<file path="src/rtl/twd_pkg.sv">
`timescale 1ns/1ps
package twd_pkg;
    localparam int OP_W = 2;

    typedef enum logic [OP_W-1:0] {
        OP_CLEAR  = 2'd0,
        OP_LIMIT  = 2'd1,
        OP_ENABLE = 2'd2,
        OP_NONE   = 2'd3
    } twd_op_e;
endpackage

</file>
<file path="src/rtl/twd_chan.sv">
`timescale 1ns/1ps
module twd_chan #(
    parameter int CNT_W = 16
) (
    input  logic             clk_i,
    input  logic             rst_ni,
    input  logic             tick_i,
    input  logic             clr_i,
    input  logic             lim_we_i,
    input  logic             en_we_i,
    input  logic [CNT_W-1:0] wr_data_i,
    output logic             over_o
);
    localparam logic [CNT_W-1:0] CNT_MAX = '1;

    typedef struct packed {
        logic [CNT_W-1:0] cnt;
        logic [CNT_W-1:0] lim;
        logic             en;
    } chan_s;

    chan_s s_d, s_q;

    always_comb begin
        s_d = s_q;
        if (lim_we_i) s_d.lim = wr_data_i;
        if (en_we_i)  s_d.en  = wr_data_i[0];
        if (clr_i)
            s_d.cnt = '0;
        else if (!s_q.en)
            s_d.cnt = '0;
        else if (tick_i && (s_q.cnt != CNT_MAX))
            s_d.cnt = s_q.cnt + CNT_W'(1);
    end

    always_ff @(posedge clk_i) begin
        if (!rst_ni) begin
            s_q.cnt <= '0;
            s_q.lim <= CNT_MAX;
            s_q.en  <= 1'b0;
        end else begin
            s_q <= s_d;
        end
    end

    assign over_o = s_q.en && (s_q.cnt > s_q.lim);


    clr_wins_chk: assert property (@(posedge clk_i) disable iff (!rst_ni)
        clr_i |=> (s_q.cnt == '0));


    cnt_sat_chk: assert property (@(posedge clk_i) disable iff (!rst_ni)
        (s_q.cnt == CNT_MAX && s_q.en && !clr_i) |=> (s_q.cnt == CNT_MAX));


    dis_zero_chk: assert property (@(posedge clk_i) disable iff (!rst_ni)
        !s_q.en |=> (s_q.cnt == '0));


    cnt_step_chk: assert property (@(posedge clk_i) disable iff (!rst_ni)
        (tick_i && s_q.en && !clr_i && s_q.cnt != CNT_MAX)
            |=> (s_q.cnt == $past(s_q.cnt) + CNT_W'(1)));
endmodule

</file>
<file path="src/rtl/twd_gate.sv">
`timescale 1ns/1ps
module twd_gate #(
    parameter int NUM_CH = 8
) (
    input  logic              clk_i,
    input  logic              rst_ni,
    input  logic              tick_i,
    input  logic [NUM_CH-1:0] over_i,
    output logic              kick_o,
    output logic [NUM_CH-1:0] stall_o,
    output logic              tripped_o
);
    typedef struct packed {
        logic              kick;
        logic              tripped;
        logic [NUM_CH-1:0] stall;
    } gate_s;

    gate_s g_d, g_q;
    logic  any_over;

    assign any_over = |over_i;

    always_comb begin
        g_d      = g_q;
        g_d.kick = tick_i && !g_q.tripped && !any_over;
        if (!g_q.tripped && any_over) begin
            g_d.tripped = 1'b1;
            g_d.stall   = over_i;
        end
    end

    always_ff @(posedge clk_i) begin
        if (!rst_ni) begin
            g_q <= '0;
        end else begin
            g_q <= g_d;
        end
    end

    assign kick_o    = g_q.kick;
    assign stall_o   = g_q.stall;
    assign tripped_o = g_q.tripped;


    kick_src_chk: assert property (@(posedge clk_i) disable iff (!rst_ni)
        g_q.kick |-> $past(tick_i));


    kick_stop_chk: assert property (@(posedge clk_i) disable iff (!rst_ni)
        g_q.tripped |=> !g_q.kick);


    stall_hold_chk: assert property (@(posedge clk_i) disable iff (!rst_ni)
        g_q.tripped |=> (g_q.tripped && $stable(g_q.stall)));


    trip_flag_chk: assert property (@(posedge clk_i) disable iff (!rst_ni)
        g_q.tripped |-> (g_q.stall != '0));
endmodule

</file>
<file path="src/rtl/task_wdog_agg.sv">
`timescale 1ns/1ps
module task_wdog_agg #(
    parameter int NUM_CH = 8,
    parameter int CNT_W  = 16,
    parameter int CH_W   = (NUM_CH > 1) ? $clog2(NUM_CH) : 1
) (
    input  logic                     clk_i,
    input  logic                     rst_ni,
    input  logic                     tick_i,
    input  logic                     wr_en_i,
    input  logic [twd_pkg::OP_W-1:0] wr_op_i,
    input  logic [CH_W-1:0]          wr_ch_i,
    input  logic [CNT_W-1:0]         wr_data_i,
    output logic                     kick_o,
    output logic [NUM_CH-1:0]        stall_o,
    output logic                     tripped_o
);
    import twd_pkg::*;

    twd_op_e           op;
    logic [NUM_CH-1:0] over;

    assign op = twd_op_e'(wr_op_i);

    for (genvar g = 0; g < NUM_CH; g++) begin : g_chan
        logic hit;
        assign hit = wr_en_i && (wr_ch_i == CH_W'(g));

        twd_chan #(.CNT_W(CNT_W)) u_chan (
            .clk_i     (clk_i),
            .rst_ni    (rst_ni),
            .tick_i    (tick_i),
            .clr_i     (hit && (op == OP_CLEAR)),
            .lim_we_i  (hit && (op == OP_LIMIT)),
            .en_we_i   (hit && (op == OP_ENABLE)),
            .wr_data_i (wr_data_i),
            .over_o    (over[g])
        );
    end

    twd_gate #(.NUM_CH(NUM_CH)) u_gate (
        .clk_i     (clk_i),
        .rst_ni    (rst_ni),
        .tick_i    (tick_i),
        .over_i    (over),
        .kick_o    (kick_o),
        .stall_o   (stall_o),
        .tripped_o (tripped_o)
    );


    stall_map_chk: assert property (@(posedge clk_i) disable iff (!rst_ni)
        (!tripped_o && over != '0) |=> (stall_o == $past(over)));
endmodule

</file>
<file path="config.mk">
export PLATFORM = sky130hd
export DESIGN_NAME = task_wdog_agg
export DESIGN_NICKNAME = d
export VERILOG_FILES = /design/src/rtl/twd_pkg.sv /design/src/rtl/twd_chan.sv /design/src/rtl/twd_gate.sv /design/src/rtl/task_wdog_agg.sv
export SDC_FILE = /design/constraint.sdc
export NUM_CORES = 1
export LEC_CHECK = 0
export ABC_AREA = 0
export BUFFER_PORTS_ARGS = -buffer_cell sky130_fd_sc_hd__buf_2
export CAP_MARGIN = 20
export CELL_PAD_IN_SITES_DETAIL_PLACEMENT = 1
export CELL_PAD_IN_SITES_GLOBAL_PLACEMENT = 2
export CORE_MARGIN = 10
export CORE_UTILIZATION = 42
export CTS_CLUSTER_SIZE = 24
export DETAILED_ROUTE_END_ITERATION = 8
export PLACE_DENSITY_LB_ADDON = 0.05
export REMOVE_ABC_BUFFERS = 1
export SYNTH_ARGS = -nofsm -noshare
export SYNTH_HDL_FRONTEND = slang
export SYNTH_SLANG_ARGS = --single-unit
export TNS_END_PERCENT = 10
</file>
<file path="constraint.sdc">
create_clock -name clk_i -period 5.73 [get_ports clk_i]
set_input_delay 0.2865 -clock clk_i [delete_from_list [all_inputs] [get_ports clk_i]]
set_output_delay 0.2865 -clock clk_i [all_outputs]
set_load 0.005 [all_outputs]
</file>
==> impl_metrics.toml, run 1 <==
[floorplanning]
core-area_sq_um = 32600
ioPinCount = 35
die_h_um = 202
die-width_um = 202
die_area_sq_um = 40900
num_rows = 66
initial_core_util_pct = 42.8

[timing]
drv_slew = 0
rsz0062_at_grt = "false"
slew_headroom_pct = 48.1
tns_ns = 0
clock_skew_ns = 0.0131
period_minus_slack_ns = 2.63
worst_pin_slew_ns = 0.778
max_freq_ghz = 0.380
setup_viol = 0
final_hold_viol_count = 0
period_share_pct = 45.9

[synthesis]
synth_warnings = 0
synth_top_area_share_pct = 39.3
async_flop_share_pct = 0
yosysSeqAreaShare_pct = 39.3
avgSynthCellArea_sq_um = 8.41
postSynthCellCount = 1659
synth_cell_types = 44
synth_top_area_cell = "dfxtp_1"
synth_area_leaders = "dfxtp_1 39%, ha_1 12%, o211ai_1 7.3%"
synth_area_sq_um = 14000
synth-seq-cells = 274
ys.flop_type = "dfxtp_1"
synth-edff-count = 0

[layout]
final_cell_mix = "274 x dfxtp_1, 182 x nand2_1, 161 x nor2_1"
layout.nets = 1837
drive_gt1_share_pct = 7.01
final_common_cell = "dfxtp_1"
fin_util_pct = 48.4
syn_to_final_growth_pct = 13.2
fin_area_sq_um = 15800

[grt]
grtUsageTotal_pct = 19.4
antenna_found_initial = 3
grt_pass1_wl_mm = 65.0
grt_start_max_net_pins = 80
grt-ovfl-total = 0
grt_pass1_vias = 12036

[worst_setup_path]
endpoint_kind = "register"
crit_chain = "inv_1, ha_1, a21oi_1, nand2_1, a221o_1, o311a_1, nor4_2, nand2_2, a211oi_2"
slowest_stage = "o311a_1"
path_class = "register to register"
max_stage_delay_ns = 0.44
path_max_fanout = 9
worstPathArrival_ns = 3.06
worstPathRequired_ns = 6.16
critPathLaunchType = "register"

[route]
drt-initial-drc-count = 411
final_antenna_net_count = 0
drt-total-wl_mm = 39.9
top_layer = "met5"
wl_met3_mm = 1.08
drc = 0
first_pass_iters = 5
viasPerCell = 5.44
wl_met1_mm = 19.0
wl_per_cell_um = 18.6
route.met2.wl_mm = 18.9
vias = 11643

[pwr]
clockPowerShare_pct = 52.8
p_sw_w = 0.000941
intPower_w = 0.00341
swShare_pct = 21.6
leakagePower_nw = 6.83
irDropWorstVdd_v = 0.000224
p_seq_share_pct = 44.1
p_comb_share_pct = 3.1
power_density_nw_per_um2 = 276

[cts]
numClockSinks = 274
postCtsResizedCells = 0
cts_tree = "yes"
cts_buffer_depth = 3
cts-hold-fix-buffers = 0
post-cts-setup-buffers = 0
clock_latency_ns = 0.51
cts-root-buf = "clkbuf_16"
clkTransAtPathRegs_ns = 0.06
cts_buffers = 35
htree_num_levels = 2

[placement]
globalplace.congestion = 0.794
dpl-instance-area_sq_um = 14500
hpwl_mm = 27.2
portBuffers = 34

[run]
cap_violations = 0

[worst_hold_path]
hp-class = "input port to register"

[outcome]
status = "complete, no violations"
==> stage by stage <==
| step | setup WS [ns] | hold WS (ns) | total power (W) | instances |
|---|---|---|---|---|
| 6_report | 3.10 | 0.207 | 0.00435 | 2142 |
| 5_1_grt | 2.93 | 0.213 | 0.00451 | 2140 |
| 4_1_cts | 3.09 | 0.197 | 0.00441 | 2137 |
| 3_5_place_dp | 3.14 | 0.470 | 0.00210 | 2078 |
| 3_3_place_gp | 3.20 | 0.465 | 0.00209 | 2078 |
| 2_1_floorplan | 3.46 | 0.348 | 0.00201 | 1588 |
==> cell families after synthesis <==
group	count (synthesis)	share of synthesized area [%]
and+or+nand+nor	599	20.2
AOI/OAI and AO/OA	315	14.9
DFF	274	39.3
buffers and inverters	222	6.11
adders and majority gates	136	12.2
xor gates and xnor gates	95	5.96
muxes	18	1.29
==> critical path, delay by kind of cell (launching register included) <==
kind	cells	cell delay, ns
DFF	1	0.32
buffers and inverters	1	0.06
AOI/OAI and AO/OA	4	1.17
adders and majority gates	1	0.34
and+or+nand+nor	3	0.67
==> registers in the layout, summed over array words and instances, names as in the netlist <==
register,count
g_chan.u_chan.s_q,264
u_gate.stall_o,8
u_gate.kick_o,1
u_gate.tripped_o,1
==> synthesized netlist by cell type (15+ instances only) <==
master,count
dfxtp_1,274
nand2_1,182
nor2_1,169
inv_1,151
ha_1,136
o211ai_1,136
a21oi_1,80
nand3_1,72
clkbuf_1,55
nand4_1,51
o21ai_0,50
xnor2_1,50
xor2_1,45
and3_1,23
nor3_1,21
mux2i_1,18
or3_1,18
nor2b_1,16
clkbuf_2,15
==> power by group through the flow <==
stage	logic [W]	registers [W]	clock network [W]
detailed placement	0.000135	0.00196	0
finish	0.000134	0.00192	0.00230
CTS	0.000136	0.00192	0.00235
floorplan	0.0000466	0.00196	0
global placement	0.000132	0.00196	0
global route	0.000146	0.00192	0.00244
==> worst paths after layout <==
kind	from	endpoint	slack, ns	depth (start not counted)
max	g_chan[0].u_chan.s_q[15]	u_gate.stall_o[5]	3.10	9
min reg2reg	g_chan[4].u_chan.s_q[1]	g_chan[4].u_chan.s_q[1]	0.48	2
min	wr_data_i[2]	g_chan[5].u_chan.s_q[3]	0.21	3
max reg2reg	g_chan[0].u_chan.s_q[15]	u_gate.stall_o[5]	3.10	9
==> routing by layer <==
layer / vias up / GRT usage [%]
met2: 122 / 33.0
met3: 55 / 2.73
met1: 5645 / 25.1
li1: 5819 / -
met4: 2 / 5.60
met5: - / 0
==> cell type report <==
| type | count | area, sq um |
|---|---|---|
| multi-input cells | 1163 | 7630 |
| well taps | 442 | 553 |
| diodes | 2 | 5.00 |
| inverters | 151 | 567 |
| repair buffers | 51 | 348 |
| flip-flops and latches | 274 | 5490 |
| fillers | 3871 | 16800 |
| clock inverters | 7 | 163 |
| clock buffers | 52 | 1030 |
Power figures use the tool's default switching activity.
==> run 2, diff against run 1 <==
ABC_AREA = 1   (was 0)
CORE_UTILIZATION = 37   (was 42)
clock period = 2.5 ns   (was 5.73 ns; I/O delays follow)
==> impl_metrics.toml, run 2 <==
[timing]
tns_ns = 0
worst_pin_slew_ns = 0.899
period_share_pct = 91.8
period_minus_slack_ns = 2.30
setup_viol = 0
rsz0062_at_grt = "false"
drv_slew = 0
slew_headroom_pct = 39.9
finalHoldWorstSlack_ns = 0.0216
max_freq_ghz = 0.436
final_hold_viol_count = 0
clock_skew_ns = 0.0123

[placement]
globalplace.congestion = 0.797
portBuffers = 34
hpwl_mm = 32.0
place_inst = 2513
dpl-instance-area_sq_um = 15400

[synthesis]
synthTopCellsByCount = "416 x nand2_1, 293 x inv_1, 274 x dfxtp_1"
synth-edff-count = 0
async_flop_share_pct = 0
avgSynthCellArea_sq_um = 7.30
synth_top_area_cell = "dfxtp_1"
synth_area_sq_um = 14600
synth_top_area_share_pct = 37.5
yosysSeqAreaShare_pct = 37.5
post-synth-top-count-cell = "nand2_1"
synth_warnings = 0
synth_area_leaders = "dfxtp_1 38%, ha_1 12%, nand2_1 11%"
ys.flop_type = "dfxtp_1"
synth_cell_types = 43
postSynthCellCount = 2002
synth-seq-cells = 274

[floorplanning]
ioPinCount = 35
die-width_um = 219
die_area_sq_um = 47900
core-area_sq_um = 38800
initial_core_util_pct = 37.6
num_rows = 72
die_h_um = 219

[worst_setup_path]
max_stage_delay_ns = 0.31
worstPathRequired_ns = 2.97
slowest_stage = "dfxtp_1"
path_class = "register to register"
endpoint_kind = "register"
critPathLaunchType = "register"
path_common_cell = "nand2_1"
path_max_fanout = 10
crit_chain = "inv_1, ha_1, nand2_1, nor2_1, nand2_1, nor2_1, nor2_1, nand2_1, nand2_1, nor2_1, nand2_1, buf_4, nand3_1, nand2_1, nor2_1"
worstPathArrival_ns = 2.76

[grt]
grt_start_max_net_pins = 33
grtUsageTotal_pct = 19.0
grt-ovfl-total = 0
grt_pass1_wl_mm = 72.4
grt_pass1_vias = 13425
antenna_found_initial = 0

[layout]
fin_area_sq_um = 16600
syn_to_final_growth_pct = 13.4
regArea_sq_um = 5490
final_common_cell = "nand2_1"
regMostFlops = "g_chan.u_chan.s_q"
fillers = 4823
diodes = 0
multi_input_area_sq_um = 7730
layout.nets = 2196
final_cell_count_no_fill = 2577
final_cell_mix = "416 x nand2_1, 293 x inv_1, 274 x dfxtp_1"
drive_gt1_share_pct = 7.77
largest_reg_flops = 264

[pwr]
irDropWorstVdd_v = 0.000510
power_density_nw_per_um2 = 605
leakagePower_nw = 7.74
power_w = 0.0100

[route]
drt-total-wl_mm = 44.9
drc = 0
wl_per_cell_um = 17.4
drt-initial-drc-count = 557
first_pass_iters = 5
viasPerCell = 5.11
vias = 13161
final_antenna_net_count = 0

[run]
cap_violations = 0

[cts]
htree_num_levels = 2
cts_buffers = 36
cts-root-buf = "clkbuf_16"
cts_buffer_depth = 3
numClockSinks = 274
clock_latency_ns = 0.54
clkTransAtPathRegs_ns = 0.06
cts_tree = "yes"

[outcome]
status = "complete, no violations"

[worst_hold_path]
hp-class = "input port to register"
run 2: where the power goes:
| part | internal [W] | switching, W | total, W |
|---|---|---|---|
| Sequential | 0.00440 | 0.00000888 | 0.00441 |
| Combinational | 0.0000861 | 0.000276 | 0.000362 |
| Clock | 0.00325 | 0.00201 | 0.00526 |
run 2: area by class of cell:
type	instances	share of cell area (%)
Inverter	297	6.73
Timing Repair Buffer	64	2.50
Clock inverter	7	0.664
Multi-Input combinational cell	1362	46.6
Tap cell	518	3.91
Clock buffer	55	6.47
Sequential cell	274	33.1
run 2: worst paths after layout:
kind,start,endpoint,slack [ns],depth (start not counted)
setup / recovery,g_chan[6].u_chan.s_q[16],u_gate.stall_o[0],0.20,15
setup reg to reg,g_chan[6].u_chan.s_q[16],u_gate.stall_o[0],0.20,15
hold / removal,rst_ni,g_chan[5].u_chan.s_q[6],0.02,2
hold reg to reg,g_chan[6].u_chan.s_q[0],g_chan[6].u_chan.s_q[0],0.47,2
run 2: timing repair:
action / in CTS / in global routing
setup endpoints to repair: 0 / 3
hold endpoints to repair: 1 / 0
buffers inserted: 0 / 0
gates resized for setup: 0 / 1
hold buffers: 2 / 0
run 2: metal layers:
layer	part of all wire [%]	track usage, %
met2	47	32.3
met1	48	24.2
met4	2.4	6.16
met5	0	0
met3	2.8	2.78
run 2: stage by stage:
stage / worst slack, ns / utilization [%]
finish: 0.204 / 42.7
global route: 0.0475 / 42.7
CTS: 0.137 / 42.7
detailed placement: 0.183 / 39.6
global placement: 0.225 / 39.6
floorplan: 0.424 / -
run 2: kinds of logic (layout without fill, tap and decap cells):
logic type	count (synthesis)	after routing	share of synthesized area, %
simple gates	757	757	22.5
xor+xnor	13	13	0.779
flops	274	274	37.5
compound gates	456	456	17.9
buf+inv	366	423	9.62
fa+ha+maj	136	136	11.6
run 2: critical path: cells and delay by family (launching register included):
kind	cells	cell delay, ns
buf+inv	2	0.26
flops	1	0.31
simple gates	12	1.35
fa+ha+maj	1	0.29
